$ cat src/rtl/spi_port_pkg.sv
package spi_port_pkg;

   typedef enum logic [1:0] {
      RATE_DIV4   = 2'd0,
      RATE_DIV16  = 2'd1,
      RATE_DIV64  = 2'd2,
      RATE_DIV128 = 2'd3
   } rate_e;

   localparam logic [1:0] ADDR_CTRL = 2'd0;
   localparam logic [1:0] ADDR_STAT = 2'd1;
   localparam logic [1:0] ADDR_DATA = 2'd2;

   typedef struct packed {
      logic  irq_en;
      logic  port_on;
      logic  lsb_first;
      logic  is_master;
      logic  cpol;
      logic  cpha;
      rate_e rate;
   } ctrl_t;

   // system clocks per SCK half period
   function automatic int unsigned half_period(rate_e r);
      case (r)
         RATE_DIV4:   return 2;
         RATE_DIV16:  return 8;
         RATE_DIV64:  return 32;
         default:     return 64;
      endcase
   endfunction

endpackage

$ cat src/rtl/spi_port_sync.sv
module spi_port_sync #(
   parameter int unsigned STAGES  = 2,
   parameter logic        RST_VAL = 1'b0
) (
   input  logic clk,
   input  logic rst_n,
   input  logic d,
   output logic q
);
   generate
      if (STAGES < 2) begin : g_bad_stages
         $error("spi_port_sync needs at least two stages");
      end
   endgenerate

   logic [STAGES-1:0] chain;

   always_ff @(posedge clk or negedge rst_n) begin
      if (!rst_n) chain <= {STAGES{RST_VAL}};
      else        chain <= {chain[STAGES-2:0], d};
   end

   assign q = chain[STAGES-1];
endmodule

$ cat src/rtl/spi_port_clkdiv.sv
module spi_port_clkdiv
   import spi_port_pkg::*;
#(
   parameter int unsigned CNT_W = 6
) (
   input  logic  clk,
   input  logic  rst_n,
   input  logic  run,
   input  rate_e rate,
   output logic  tick
);
   generate
      if ((1 << CNT_W) < 64) begin : g_bad_cnt
         $error("spi_port_clkdiv counter too narrow for the slowest rate");
      end
   endgenerate

   logic [CNT_W-1:0] cnt;
   logic [CNT_W-1:0] limit;

   always_comb limit = CNT_W'(half_period(rate) - 1);

   always_ff @(posedge clk or negedge rst_n) begin
      if (!rst_n)                    cnt <= '0;
      else if (!run || cnt == limit) cnt <= '0;
      else                           cnt <= cnt + 1'b1;
   end

   assign tick = run && (cnt == limit);

   // even the fastest ratio leaves a quiet cycle between edges
   assert_sck_tick_spacing_R3: assert property (@(posedge clk) disable iff (!rst_n)
      tick |=> !tick);
endmodule

$ cat src/rtl/spi_port_shifter.sv
module spi_port_shifter #(
   parameter int unsigned DATA_W  = 8,
   parameter bit          HAS_LSB = 1'b1
) (
   input  logic              clk,
   input  logic              rst_n,
   input  logic              lsb_first,
   input  logic              cpha,
   input  logic              load,
   input  logic [DATA_W-1:0] load_data,
   input  logic              clear,
   input  logic              edge_stb,
   input  logic              in_bit,
   output logic              out_bit,
   output logic              mid,
   output logic              done,
   output logic [DATA_W-1:0] rx_data
);
   localparam int unsigned EDGES = 2 * DATA_W;
   localparam int unsigned CW    = $clog2(EDGES);

   logic [CW-1:0]     ecnt;
   logic [DATA_W-1:0] sr;
   logic [DATA_W-1:0] sr_shifted;
   logic              held;
   logic              last;
   logic              sample_now;
   logic              shift_now;
   logic              new_bit;

   assign last       = (ecnt == CW'(EDGES - 1));
   assign sample_now = edge_stb && (ecnt[0] == cpha);
   assign shift_now  = edge_stb && (((ecnt[0] != cpha) && (ecnt != '0)) || (cpha && last));
   assign new_bit    = sample_now ? in_bit : held;
   assign done       = edge_stb && last;
   assign mid        = (ecnt != '0);

   generate
      if (HAS_LSB) begin : g_both_orders
         always_comb begin
            out_bit    = lsb_first ? sr[0] : sr[DATA_W-1];
            sr_shifted = lsb_first ? {new_bit, sr[DATA_W-1:1]}
                                   : {sr[DATA_W-2:0], new_bit};
         end
      end else begin : g_msb_only
         logic unused_order;
         assign unused_order = lsb_first;
         always_comb begin
            out_bit    = sr[DATA_W-1];
            sr_shifted = {sr[DATA_W-2:0], new_bit};
         end
      end
   endgenerate

   always_ff @(posedge clk or negedge rst_n) begin
      if (!rst_n) begin
         ecnt    <= '0;
         sr      <= '0;
         held    <= 1'b0;
         rx_data <= '0;
      end else if (load) begin
         sr   <= load_data;
         ecnt <= '0;
      end else if (clear) begin
         ecnt <= '0;
      end else if (edge_stb) begin
         ecnt <= last ? '0 : ecnt + 1'b1;
         if (sample_now) held <= in_bit;
         if (shift_now)  sr   <= sr_shifted;
         if (done)       rx_data <= sr_shifted;
      end
   end

   // a finished byte needs sixteen more edges before the next end
   assert_single_end_R10: assert property (@(posedge clk) disable iff (!rst_n)
      done |=> !done);
endmodule

$ cat src/rtl/spi_port.sv
module spi_port
   import spi_port_pkg::*;
#(
   parameter int unsigned DATA_W        = 8,
   parameter int unsigned SYNC_STAGES   = 2,
   parameter bit          HAS_LSB_FIRST = 1'b1
) (
   input  logic              clk,
   input  logic              rst_n,
   input  logic              reg_wr,
   input  logic              reg_rd,
   input  logic [1:0]        reg_addr,
   input  logic [DATA_W-1:0] reg_wdata,
   output logic [DATA_W-1:0] reg_rdata,
   input  logic              port_irq_en,
   output logic              irq,
   input  logic              sck_i,
   output logic              sck_o,
   output logic              sck_oe,
   input  logic              mosi_i,
   output logic              mosi_o,
   output logic              mosi_oe,
   input  logic              miso_i,
   output logic              miso_o,
   output logic              miso_oe,
   input  logic              ss_n_i
);
   localparam int unsigned DIV_W  = 6;
   localparam int unsigned CTRL_W = $bits(ctrl_t);

   generate
      if (DATA_W < CTRL_W) begin : g_bad_width
         $error("spi_port data width must hold the control register");
      end
   endgenerate

   ctrl_t ctrl_q;
   logic  flag_q, wcol_q, arm_q;
   logic  m_busy, sck_phase, sck_d;
   logic  sck_s, mosi_s, ss_n_s;
   logic  m_mode, s_mode, s_act, s_edge;
   logic  wr_ctrl, wr_data, rd_stat, acc_data;
   logic  xfer_busy, load, start, collide;
   logic  div_tick, edge_stb, xfer_done, shf_mid, shf_out, shf_clear, in_bit;
   logic [DATA_W-1:0] rx_data;

   // ---- pin synchronisers for the slave side
   spi_port_sync #(.STAGES(SYNC_STAGES), .RST_VAL(1'b0)) u_sync_sck (
      .clk(clk), .rst_n(rst_n), .d(sck_i), .q(sck_s));
   spi_port_sync #(.STAGES(SYNC_STAGES), .RST_VAL(1'b0)) u_sync_mosi (
      .clk(clk), .rst_n(rst_n), .d(mosi_i), .q(mosi_s));
   spi_port_sync #(.STAGES(SYNC_STAGES), .RST_VAL(1'b1)) u_sync_ss (
      .clk(clk), .rst_n(rst_n), .d(ss_n_i), .q(ss_n_s));

   // ---- decode
   assign m_mode   = ctrl_q.port_on & ctrl_q.is_master;
   assign s_mode   = ctrl_q.port_on & ~ctrl_q.is_master;
   assign s_act    = s_mode & ~ss_n_s;
   assign wr_ctrl  = reg_wr && (reg_addr == ADDR_CTRL);
   assign wr_data  = reg_wr && (reg_addr == ADDR_DATA);
   assign rd_stat  = reg_rd && (reg_addr == ADDR_STAT);
   assign acc_data = (reg_wr || reg_rd) && (reg_addr == ADDR_DATA);

   assign xfer_busy = m_busy | (s_act & shf_mid);
   assign load      = wr_data & ~xfer_busy;
   assign start     = load & m_mode;
   assign collide   = wr_data & xfer_busy;

   assign s_edge    = s_act & (sck_s ^ sck_d);
   assign edge_stb  = m_busy ? div_tick : s_edge;
   assign shf_clear = ~m_busy & ~s_act;
   assign in_bit    = m_busy ? miso_i : mosi_s;

   // ---- control register
   always_ff @(posedge clk or negedge rst_n) begin
      if (!rst_n)       ctrl_q <= '0;
      else if (wr_ctrl) ctrl_q <= ctrl_t'(reg_wdata[CTRL_W-1:0]);
   end

   // ---- master sequencing
   always_ff @(posedge clk or negedge rst_n) begin
      if (!rst_n)         m_busy <= 1'b0;
      else if (!m_mode)   m_busy <= 1'b0;
      else if (start)     m_busy <= 1'b1;
      else if (xfer_done) m_busy <= 1'b0;
   end

   always_ff @(posedge clk or negedge rst_n) begin
      if (!rst_n)        sck_phase <= 1'b0;
      else if (!m_busy)  sck_phase <= 1'b0;
      else if (div_tick) sck_phase <= ~sck_phase;
   end

   always_ff @(posedge clk or negedge rst_n) begin
      if (!rst_n) sck_d <= 1'b0;
      else        sck_d <= sck_s;
   end

   spi_port_clkdiv #(.CNT_W(DIV_W)) u_div (
      .clk(clk), .rst_n(rst_n), .run(m_busy), .rate(ctrl_q.rate), .tick(div_tick));

   spi_port_shifter #(.DATA_W(DATA_W), .HAS_LSB(HAS_LSB_FIRST)) u_shift (
      .clk(clk), .rst_n(rst_n),
      .lsb_first(ctrl_q.lsb_first), .cpha(ctrl_q.cpha),
      .load(load), .load_data(reg_wdata), .clear(shf_clear),
      .edge_stb(edge_stb), .in_bit(in_bit),
      .out_bit(shf_out), .mid(shf_mid), .done(xfer_done), .rx_data(rx_data));

   // ---- status flags and the two-step clear
   always_ff @(posedge clk or negedge rst_n) begin
      if (!rst_n) begin
         flag_q <= 1'b0;
         wcol_q <= 1'b0;
         arm_q  <= 1'b0;
      end else begin
         if (xfer_done)              flag_q <= 1'b1;
         else if (arm_q && acc_data) flag_q <= 1'b0;
         if (collide)                wcol_q <= 1'b1;
         else if (arm_q && acc_data) wcol_q <= 1'b0;
         if (acc_data)                         arm_q <= 1'b0;
         else if (rd_stat && (flag_q | wcol_q)) arm_q <= 1'b1;
      end
   end

   // ---- read mux
   always_comb begin
      reg_rdata = '0;
      case (reg_addr)
         ADDR_CTRL: reg_rdata[CTRL_W-1:0] = ctrl_q;
         ADDR_STAT: begin
            reg_rdata[7] = flag_q;
            reg_rdata[6] = wcol_q;
         end
         ADDR_DATA: reg_rdata = rx_data;
         default:   reg_rdata = '0;
      endcase
   end

   // ---- pins
   assign irq     = flag_q & ctrl_q.irq_en & port_irq_en;
   assign sck_o   = ctrl_q.cpol ^ sck_phase;
   assign sck_oe  = m_mode;
   assign mosi_o  = shf_out;
   assign mosi_oe = m_mode;
   assign miso_o  = shf_out;
   assign miso_oe = s_act;

   // the master clock only moves on a divider tick
   assert_sck_moves_on_tick_R4: assert property (@(posedge clk) disable iff (!rst_n)
      (m_busy && $past(m_busy) && !$past(div_tick)) |-> $stable(sck_phase));
   // a completed master byte leaves SCK at its idle phase
   assert_idle_phase_R6: assert property (@(posedge clk) disable iff (!rst_n)
      ($fell(m_busy) && $past(xfer_done)) |-> !sck_phase);
   // the flag rises only after the final edge
   assert_flag_after_end_R6: assert property (@(posedge clk) disable iff (!rst_n)
      $rose(flag_q) |-> $past(xfer_done));
   // collision flag has a mid-transfer data write behind it
   assert_wcol_cause_R8: assert property (@(posedge clk) disable iff (!rst_n)
      $rose(wcol_q) |-> $past(reg_wr && (reg_addr == ADDR_DATA) && xfer_busy));
endmodule

$ cat config.mk
export PLATFORM = sky130hd
export DESIGN_NAME = spi_port
export DESIGN_NICKNAME = d
export VERILOG_FILES = /design/src/rtl/spi_port_pkg.sv /design/src/rtl/spi_port_sync.sv /design/src/rtl/spi_port_clkdiv.sv /design/src/rtl/spi_port_shifter.sv /design/src/rtl/spi_port.sv
export SDC_FILE = /design/constraint.sdc
export NUM_CORES = 1
export LEC_CHECK = 0
export BUFFER_PORTS_ARGS = -buffer_cell sky130_fd_sc_hd__buf_2
export CAP_MARGIN = 20
export CORE_MARGIN = 4
export CORE_UTILIZATION = 53
export CTS_CLUSTER_DIAMETER = 100
export DETAILED_ROUTE_END_ITERATION = 8
export GPL_ROUTABILITY_DRIVEN = 0
export HOLD_SLACK_MARGIN = 0.05
export PLACE_DENSITY_LB_ADDON = 0.25
export SYNTH_ARGS = -nofsm -noshare
export SYNTH_HDL_FRONTEND = slang
export SYNTH_SLANG_ARGS = --single-unit
$ cat constraint.sdc
create_clock -name clk -period 6.7 [get_ports clk]
set_clock_uncertainty 0.05 [all_clocks]
set_input_delay 0.67 -clock clk [delete_from_list [all_inputs] [get_ports clk]]
set_output_delay 0.67 -clock clk [all_outputs]
set_load 0.02 [all_outputs]
# Word-level counts from Yosys, hierarchy flattened
# Cells that the tools add are included.
dict set report word_totals {
  word_cells 113
  regBits 47
  inputBits 19
}
dict set report op_classes {
  n_eq_ne 11
  n_reduce_logical 28
  add_sub_neg 3
  n_mux 27
  bitwise_logic 23
}
# cell n
set ops {}
lappend ops {{8-bit two-way mux} 5}
lappend ops {{6-bit one-hot mux with 3 select lines} 1}
lappend ops {{4-bit two-way mux} 4}
lappend ops {{1-bit two-way mux} 14}
lappend ops {{1-bit logical AND} 12}
lappend ops {{6-bit one-hot mux with 2 select lines} 1}
lappend ops {{1-bit AND} 11}
lappend ops {{2-bit nonzero test} 5}
lappend ops {{1-bit inverter} 8}
lappend ops {{6-bit by 1-bit adder with 6-bit output (second input constant)} 1}
lappend ops {{6-bit == test} 1}
lappend ops {{6-bit two-way mux} 1}
lappend ops {{2-bit one-hot mux with 3 select lines} 1}
lappend ops {{3-bit AND reduction} 2}
lappend ops {{6-bit by 1-bit subtractor with 6-bit output (second input constant)} 1}
lappend ops {{4-bit by 1-bit adder with 4-bit output (second input constant)} 1}
lappend ops {{2-bit by 1-bit == test with 1-bit output (second input constant)} 2}
lappend ops {{2-bit == test (second input constant)} 2}
lappend ops {{4-bit == test (second input constant)} 1}
lappend ops {{2-bit logical NOT} 2}
lappend ops {{4-bit AND reduction} 1}
lappend ops {{4-bit nonzero test} 1}
lappend ops {{1-bit logical OR} 3}
lappend ops {{3-bit by 1-bit inequality test with 1-bit output (second input constant)} 1}
lappend ops {{8 further kinds} 10}

# Longest topological paths before layout
# Gate-level depths: netlist (run 1).
dict set report depth {
  ltp_word 13
  depth_mapped 9
  depth_no_buf 7
}

# Cells and area by module
# From an unflattened synthesis (run 1), not the netlist that was laid out.
dict set report unflattened {
  cells_unflattened 213
  area_unflattened_um2 2477.4
}
# mod area_per_inst_um2 cells_each seq_area_each_um2 n_inst
set by_module_without_submodules {}
lappend by_module_without_submodules {spi_port_shifter 1159.9 99 525.5 1}
lappend by_module_without_submodules {spi_port 797.0 72 350.3 1}
lappend by_module_without_submodules {spi_port_clkdiv 367.9 36 150.1 1}
lappend by_module_without_submodules {{spi_port_sync (u_sync_mosi ...)} 50.0 2 50.0 2}
lappend by_module_without_submodules {{spi_port_sync (u_sync_ss)} 52.6 2 52.6 1}

# Least setup slack after synthesis (run 1)
# Ideal clock, no wire load.
dict set report synth_timing {
  path_type {input port to output port}
  startpoint {in reg_addr[1]}
  endpoint {out reg_rdata[6]}
  required_ns 5.980
  path_stages 3
  n_path_buf 1
  path_slack_ns 4.290
  arrival_time_ns 1.690
  path_cell_list {buf_1 > mux2i_1 > o21ai_0}
}
dict set report synth_via {
  elab_chain_len 2
  word_cells_on_any_way 4
  cone_classes {2 x eq/ne; 1 x mux; 1 x reduce/logical}
}
# element line
set synth_lines {}
lappend synth_lines {{start, declared} spi_port.sv:12} ;# input logic [1:0] reg_addr,
lappend synth_lines {{2-bit == test, or another cell as far along} spi_port.sv:128} ;# case (reg_addr)
lappend synth_lines {{2-bit one-hot mux with 3 select lines *} spi_port.sv:128}
lappend synth_lines {{end, declared} spi_port.sv:14} ;# output logic [DATA_W-1:0] reg_rdata,
# Mark *: on every way between the ends. The rest lies on a longest branch, timed or not.

# Final worst setup path (run 1)
dict set report layout_timing {
  startpoint {reg u_shift.ecnt[0]}
  endpoint {reg u_shift.sr[3]}
}
dict set report layout_via {
  elab_chain_len 7
  word_cells_on_any_way 16
  cone_classes {3 x eq/ne; 1 x mux; 4 x bitwise; 8 x reduce/logical}
}
# element line
set layout_lines {}
lappend layout_lines {{start, declared} spi_port_shifter.sv:22} ;# logic [CW-1:0] ecnt;
lappend layout_lines {{start signal, assigned} spi_port_shifter.sv:67} ;# ecnt <= last ? '0 : ecnt + 1'b1;
lappend layout_lines {{4-bit nonzero test} {spi_port_shifter.sv:33, spi_port_shifter.sv:36}}
lappend layout_lines {{1-bit AND} spi_port.sv:64} ;# assign xfer_busy = m_busy | (s_act & shf_mid);
lappend layout_lines {{1-bit OR} spi_port.sv:64}
lappend layout_lines {{1-bit inverter} spi_port.sv:65} ;# assign load = wr_data & ~xfer_busy;
lappend layout_lines {{1-bit AND} spi_port.sv:65}
lappend layout_lines {{2-bit inequality test (no source line) or 2-bit nonzero test (tied branches)} --}
lappend layout_lines {{3-bit AND reduction (no source line)} --}
lappend layout_lines {{end signal, assigned} spi_port_shifter.sv:62} ;# sr <= load_data;
lappend layout_lines {{end signal, assigned} spi_port_shifter.sv:69} ;# if (shift_now) sr <= sr_shifted;
lappend layout_lines {{end, declared} spi_port_shifter.sv:23} ;# logic [DATA_W-1:0] sr;
# Several ways; a longest one is shown, not always the timed one.
# A chain may end at the register's enable or synchronous reset.

==> flow_summary.yaml, run 1 <==
floorplanning:
  io_pins: 34
  start_util_pct: 56.1
  fp.coreArea_mm2: 0.00444
  fp.dieH_um: 76.6
  die_x_um: 76.6
  die_area_mm2: 0.00587
  row_count: 24
power:
  p_leak_uw: 0.00127
  total_power_uw: 692
  p_per_area_mw_per_mm2: 248
  ir_drop_uv: 139
global_route:
  grt_max_degree: 48
  antenna_found_initial: 0
  first_global_vias: 1930
  grt_pass1_wl_um: 9470
  grt_usage_pct: 20.6
  globalRoute.totalOverflow: 0
clock_network:
  cts_hold_buf: 0
  cts_resized: 0
  cts-root-buf: "clkbuf_8"
  cts.sinks: 47
  clockBufferDepth: 2
  cts_buffers: 5
  clkSlewWorstSetupHoldPaths_ns: 0.08
  clkLatencyLatePin_ns: 0.30
  htreeDepth: 2
  post_cts_buffers: 0
  tritoncts: "yes"
route:
  dr.pass1.iters: 4
  postRouteAntennaNets: 0
  drt_iter0_drc: 124
  wl_per_cell_um: 17.8
  finalWirelength_um: 5710
  vias_per_cell: 6.14
  vias: 1966
  route.detailed.drc: 0
synth:
  synthAdderAreaFrac_pct: 1.51
  synth_compound_area_share_pct: 17.2
  muxShareOfSynthArea_pct: 10.6
  synth_edf_count: 0
  avgSynthCellArea_um2: 10.4
  async_reset_ff_share_pct: 100
  synth_xor_area_share_pct: 2.81
  syn_area_mm2: 0.00249
  ys.flop_type: "dfrtp_1"
  synthTopCellsByArea: "dfrtp_1 (45%), mux2_2 (5.4%), mux2i_1 (5.2%), nor2_1 (3.3%), a21oi_1 (2.8%)"
  synth_top_family_by_area: "compound AO/OA/AOI/OAI gates"
  synth_top_area_cell: "dfrtp_1"
  yosysUniqueCellTypes: 55
  yosys_warnings: 0
  synth_simple_gate_area_share_pct: 16.3
  syn_nets: 261
  synth-seq-cells: 47
  yosysTopAreaCellShare_pct: 45.2
  synthCells: 239
  ys_seq_area_share_pct: 47.3
timing:
  finalCritPeriodShare_pct: 35.7
  rsz0062_at_grt: "false"
  post-route-min-period_ns: 2.39
  hold_viol: 0
  max_slew_margin_pct: 45.5
  slew_viol_final: 0
  clock.fmax_mhz: 418
  final-setup-viol-count: 0
  setup_tns_ns: 0
  hold_ws_ns: 0.199
  worst_pin_slew_ns: 0.813
worst_setup_path:
  cp-start-kind: "register"
  worstPathMaxFanout: 12
  arrival_ns: 2.55
  cp-end-kind: "register"
  path_class: "register to register"
  worstPathRequired_ns: 6.86
layout:
  area_growth_syn_to_layout_pct: 11.7
  fin_nets: 290
  n_fill_cell: 389
  antenna_cells: 0
  drive_above_1_share_pct: 26.5
placed_design:
  port_buffers: 33
  hpwl_um: 4130
hold_path:
  min_path_type: "input port to async pin"
outcome:
  status: "completed"
flow_run:
  drv_cap: 0
## cell families after synthesis
logic type      Yosys count
compound gates           56
xor+xnor                  8
fa+ha+maj                 3
buf+inv                  25
flops                    47
mux                      25
simple gates             75
## final timing paths
check | slack, ns | cells after the start | endpoint | start
min reg2reg | 0.31 | 0 | u_sync_ss.chain[1]$_DFF_PN1_ | u_sync_ss.chain[0]$_DFF_PN1_
max reg2reg | 4.31 | 7 | u_shift.sr[3]$_DFFE_PN0P_ | u_shift.ecnt[0]$_DFFE_PN0P_
max | 4.31 | 7 | u_shift.sr[3]$_DFFE_PN0P_ | u_shift.ecnt[0]$_DFFE_PN0P_
min | 0.20 | 1 | ctrl_q[0]$_DFFE_PN0P_ | rst_n
min in group clk | 0.31 | 0 | u_sync_ss.chain[1]$_DFF_PN1_ | u_sync_ss.chain[0]$_DFF_PN1_
max in group asynchronous | 5.85 | 2 | u_sync_ss.chain[0]$_DFF_PN1_ | rst_n
## cells in the mapped netlist (2+ instances only)
cell	count
a221oi_2	4
a21oi_1	14
mux2_2	12
nand2b_1	2
inv_1	13
xnor2_1	4
mux2i_1	13
a2bb2oi_1	3
a31oi_1	2
nor2_1	22
nor3_1	4
buf_2	6
o211ai_1	2
nand3_1	6
and3_1	5
o21ai_0	12
a21o_1	2
buf_4	2
o31ai_1	2
xor2_1	4
dfstp_2	2
a41oi_1	2
or4_1	3
a211oi_2	3
clkbuf_1	3
nand2_1	16
dfrtp_1	45
nor3b_1	2
ha_1	3
## layout by cell type, fill, tap and decap left out, types with 4 or more instances in the layout
master,n
inv_1,13
buf_2,33
a221oi_2,4
and3_1,5
xnor2_1,4
mux2i_1,13
clkbuf_8,5
nand2_1,16
nor2_1,22
nor3_1,4
dfrtp_1,45
mux2_2,12
nand3_1,6
o21ai_0,12
xor2_1,4
a21oi_1,14
## metrics by stage
stage	util, %	instance area [um2]	setup slack, ns	cells
global placement	59.9	2660	4.32	312
detailed placement	59.9	2660	4.28	312
CTS	62.2	2770	4.33	319
global route	62.7	2790	4.13	320
floorplan	-	2490	4.29	239
finish	62.7	2790	4.31	320
## worst max-delay path: stages (launching register included)
cell and delay (ns):
dfrtp_1 0.47, inv_1 0.11, ha_1 0.17, or3b_1 0.40, a21oi_1 0.22, nand2b_1 0.34, o21a_4 0.29, a221oi_2 0.26
## cell type report
class | count | area (um2) | area share, %
multi-input cells | 167 | 1210 | 43.3
flip-flops and latches | 47 | 1180 | 42.3
repair buffers | 34 | 185 | 6.65
clock buffers | 6 | 72.6 | 2.60
well taps | 52 | 65.1 | 2.33
inverters | 13 | 48.8 | 1.75
clock inverters | 1 | 30.0 | 1.08
## sequential cells by signal, indices dropped and copies added (netlist names)
name,flops
m_busy,1
u_shift.rx_data,8
u_sync_sck.chain,2
u_sync_mosi.chain,2
u_shift.held,1
u_shift.ecnt,4
u_div.cnt,6
u_shift.sr,8
arm_q,1
flag_q,1
wcol_q,1
u_sync_ss.chain,2
ctrl_q,8
sck_d,1
sck_phase,1
## power breakdown
group          leakage, uW  switching, uW  internal (uW)
clock network    0.0000513           88.7            109
registers         0.000588           32.2            311
logic             0.000630           86.5           63.7
## layer usage
metal  vias up  GRT usage [%]  wire length, um
met4         0           7.79               96
li1        917              -                -
met3         9           5.20              389
met5         -              0                0
met1       964           29.2             2690
met2        76           30.4             2530
(Power assumes the default switching activity.)
==> run 2, diff against run 1 <==
--- a/config.mk
+++ b/config.mk
@@ -5,6 +5,7 @@
 export SDC_FILE = /design/constraint.sdc
 export NUM_CORES = 1
 export LEC_CHECK = 0
+export ABC_AREA = 1
 export BUFFER_PORTS_ARGS = -buffer_cell sky130_fd_sc_hd__buf_2
 export CAP_MARGIN = 20
 export CORE_MARGIN = 4
==> constraint.sdc (replaced) <==
create_clock -name clk -period 2.2 [get_ports clk]
set_clock_uncertainty 0.05 [all_clocks]
set_input_delay 0.22 -clock clk [delete_from_list [all_inputs] [get_ports clk]]
set_output_delay 0.22 -clock clk [all_outputs]
set_load 0.02 [all_outputs]
==> run 2 against run 1 <==
  * Setup slack got worse by 4.0 ns
  * Sequential share of layout area increased by 1.3 points
  * Power increased to 2.7 times the previous value
  * Via count decreased by 1.9%
  * Routed wire length decreased by 8.9%
  * Critical path type unchanged
  * Critical endpoint is now u_shift.held$_DFFE_PN0P_
  * Largest cell class is now registers
  * Largest power group unchanged
  * Highest routed layer unchanged
==> flow_summary.yaml, run 2 <==
worst_setup_path:
  crit_path_frequent_cell: "inv_1"
  path_class: "register to register"
  cp_cell_sequence: "inv_1, ha_1, nand3_1, o21ai_0, nand2_2, inv_1, nor2_4, nor2_1, a31oi_1"
  critPathMaxStageDelay_ns: 0.42
  cp-start-kind: "register"
  arrival_ns: 2.02
  worstPathRequired_ns: 2.34
  worstPathMaxFanout: 11
  cp-end-kind: "register"
  crit_slowest_cell: "dfrtp_1"
route:
  wl_per_cell_um: 13.7
  drt_iter0_drc: 115
  met1_length_um: 2490
  vias_per_cell: 5.08
  routed.top_layer: "met4"
  dr.pass1.iters: 4
  postRouteAntennaNets: 0
  wl_met2_um: 2350
  finalWirelength_um: 5200
  vias: 1929
  routed-wl-met3_um: 209
  route.detailed.drc: 0
synth:
  synth_top_area_cell: "dfrtp_1"
  synthCells: 286
  synthTopCellsByArea: "dfrtp_1 (47%), nand2_1 (8.9%), inv_1 (6.6%), nor2_1 (5.5%), o21ai_0 (4.8%)"
  synth_common_cells: "nand2_1 (56), dfrtp_1 (45), inv_1 (42), nor2_1 (35), o21ai_0 (23)"
  ys_seq_area_share_pct: 49.6
  syn_area_mm2: 0.00237
  async_reset_ff_share_pct: 100
  yosys.cell_count.top_type: "nand2_1"
  yosys_warnings: 0
  ys.flop_type: "dfrtp_1"
  synth-seq-cells: 47
  yosysTopAreaCellShare_pct: 47.4
  syn_nets: 308
  avgSynthCellArea_um2: 8.30
  yosysUniqueCellTypes: 35
  synth_edf_count: 0
clock_network:
  clkLatencyLatePin_ns: 0.30
  clkSlewWorstSetupHoldPaths_ns: 0.08
  cts.sinks: 47
  cts_buffers: 5
  tritoncts: "yes"
  cts-root-buf: "clkbuf_8"
  clockBufferDepth: 2
  htreeDepth: 2
  post_cts_buffers: 0
floorplanning:
  row_count: 24
  io_pins: 34
  fp.coreArea_mm2: 0.00435
  fp.dieH_um: 74.9
  die_area_mm2: 0.00562
  die_x_um: 74.9
  start_util_pct: 54.5
global_route:
  grt_pass1_wl_um: 8780
  globalRoute.totalOverflow: 0
  first_global_vias: 1859
  grt_max_degree: 19
  grt_usage_pct: 21.0
  antenna_found_initial: 0
layout:
  top_regs: "ctrl_q x8, u_shift.rx_data x8, u_shift.sr x8"
  final-instance-count-excl-fill: 380
  multiInputGateArea_um2: 986
  n_fill_cell: 381
  regArea_mm2: 0.00118
  fin_nets: 349
  area_growth_syn_to_layout_pct: 14.0
  utilization_pct: 62.2
  antenna_cells: 0
  final_common_cell: "nand2_1"
  drive_above_1_share_pct: 18.3
  layout_common_cells: "nand2_1 (55), dfrtp_1 (45), inv_1 (42)"
  fin_area_mm2: 0.00271
timing:
  clock.fmax_mhz: 530
  finalCritPeriodShare_pct: 85.8
  hold_viol: 0
  slew_viol_final: 0
  setup_tns_ns: 0
  final-setup-viol-count: 0
  rsz0062_at_grt: "false"
  max_slew_margin_pct: 65.3
  worst_pin_slew_ns: 0.519
  post-route-min-period_ns: 1.89
outcome:
  status: "completed"
power:
  p_per_area_mw_per_mm2: 695
  ir_drop_uv: 441
  p_leak_uw: 0.00136
placed_design:
  port_buffers: 33
  placed_area_mm2: 0.00258
  hpwl_um: 3990
  place_inst: 368
hold_path:
  min_path_type: "input port to register"
flow_run:
  drv_cap: 0
run 2: cell count changes after synthesis, moves of 4 or more:
cell      change
nand2_1      +40
inv_1        +29
nand3_1      +14
mux2i_1      -13
nor2_1       +13
o21ai_0      +11
o22ai_1      +11
mux2_2       -10
a21oi_1       -7
buf_2         -6
and3_1        -5
a221oi_2      -4
nor3_1        -4
run 2: what timing repair did:
item | CTS | global route
hold endpoints to repair | 15 | 0
setup endpoints to repair | 0 | 2
resized for setup | 0 | 1
hold buffers | 4 | 0
run 2: kinds of logic (layout without fill, tap and decap cells):
logic type	count (synthesis)	in the layout	synth area share (%)
xor+xnor	8	8	2.95
flops	47	47	49.6
buf+inv	50	92	8.96
mux	2	2	0.948
simple gates	125	125	23.8
compound gates	51	51	12.1
fa+ha+maj	3	3	1.58
run 2: cell type report:
type | instances | share of cell area, %
sequential | 47 | 43.6
multi-input combinational | 189 | 36.4
timing repair buffer | 40 | 8.41
inverter | 44 | 6.20
clock buffer | 7 | 2.82
tap | 52 | 2.40
clock inverter | 1 | 0.185
run 2: layer usage:
metal / vias up / track usage (%)
met3: 14 / 4.14
met4: 0 / 9.68
met1: 880 / 28.8
met5: - / 0
li1: 994 / -
met2: 41 / 32.1
run 2: stage by stage:
step / worst slack [ns] / total power, uW / hold WS (ns)
CTS: 0.215 / 1900 / 0.127
finish: 0.312 / 1880 / 0.140
global placement: 0.334 / 1380 / 0.0783
floorplan: 0.536 / 1260 / -0.126
detailed placement: 0.226 / 1390 / 0.0841
global route: 0.113 / 2000 / 0.140
run 2: path summary, 6_finish.rpt:
| kind | cells past startpoint | startpoint | end | slack, ns |
|---|---|---|---|---|
| setup / recovery | 9 | u_shift.ecnt[0]$_DFFE_PN0P_ | u_shift.held$_DFFE_PN0P_ | 0.31 |
| hold / removal | 2 | reg_wdata[3] | ctrl_q[3]$_DFFE_PN0P_ | 0.14 |
| hold reg to reg | 0 | u_sync_mosi.chain[0]$_DFF_PN0_ | u_sync_mosi.chain[1]$_DFF_PN0_ | 0.31 |
| max in group asynchronous | 3 | rst_n | u_sync_ss.chain[0]$_DFF_PN1_ | 1.22 |
| setup reg to reg | 9 | u_shift.ecnt[0]$_DFFE_PN0P_ | u_shift.held$_DFFE_PN0P_ | 0.31 |
| min in group asynchronous | 2 | rst_n | flag_q$_DFFE_PN0P_ | 0.28 |
run 2: worst max-delay path, delay by kind of cell, from the launching register on:
kind                     cells  cell delay, ns
flip-flops                   1            0.42
AO/OA/AOI/OAI                2            0.35
AND/OR/NAND/NOR              4            0.51
buffers and inverters        2            0.30
adder cells (fa/ha/maj)      1            0.16
run 2: where the power goes:
| part | total [uW] | internal, uW | switching [uW] |
|---|---|---|---|
| sequential | 1000 | 937 | 62.2 |
| combinational | 376 | 132 | 243 |
| clock | 506 | 223 | 282 |
| total | 1880 | 1290 | 588 |
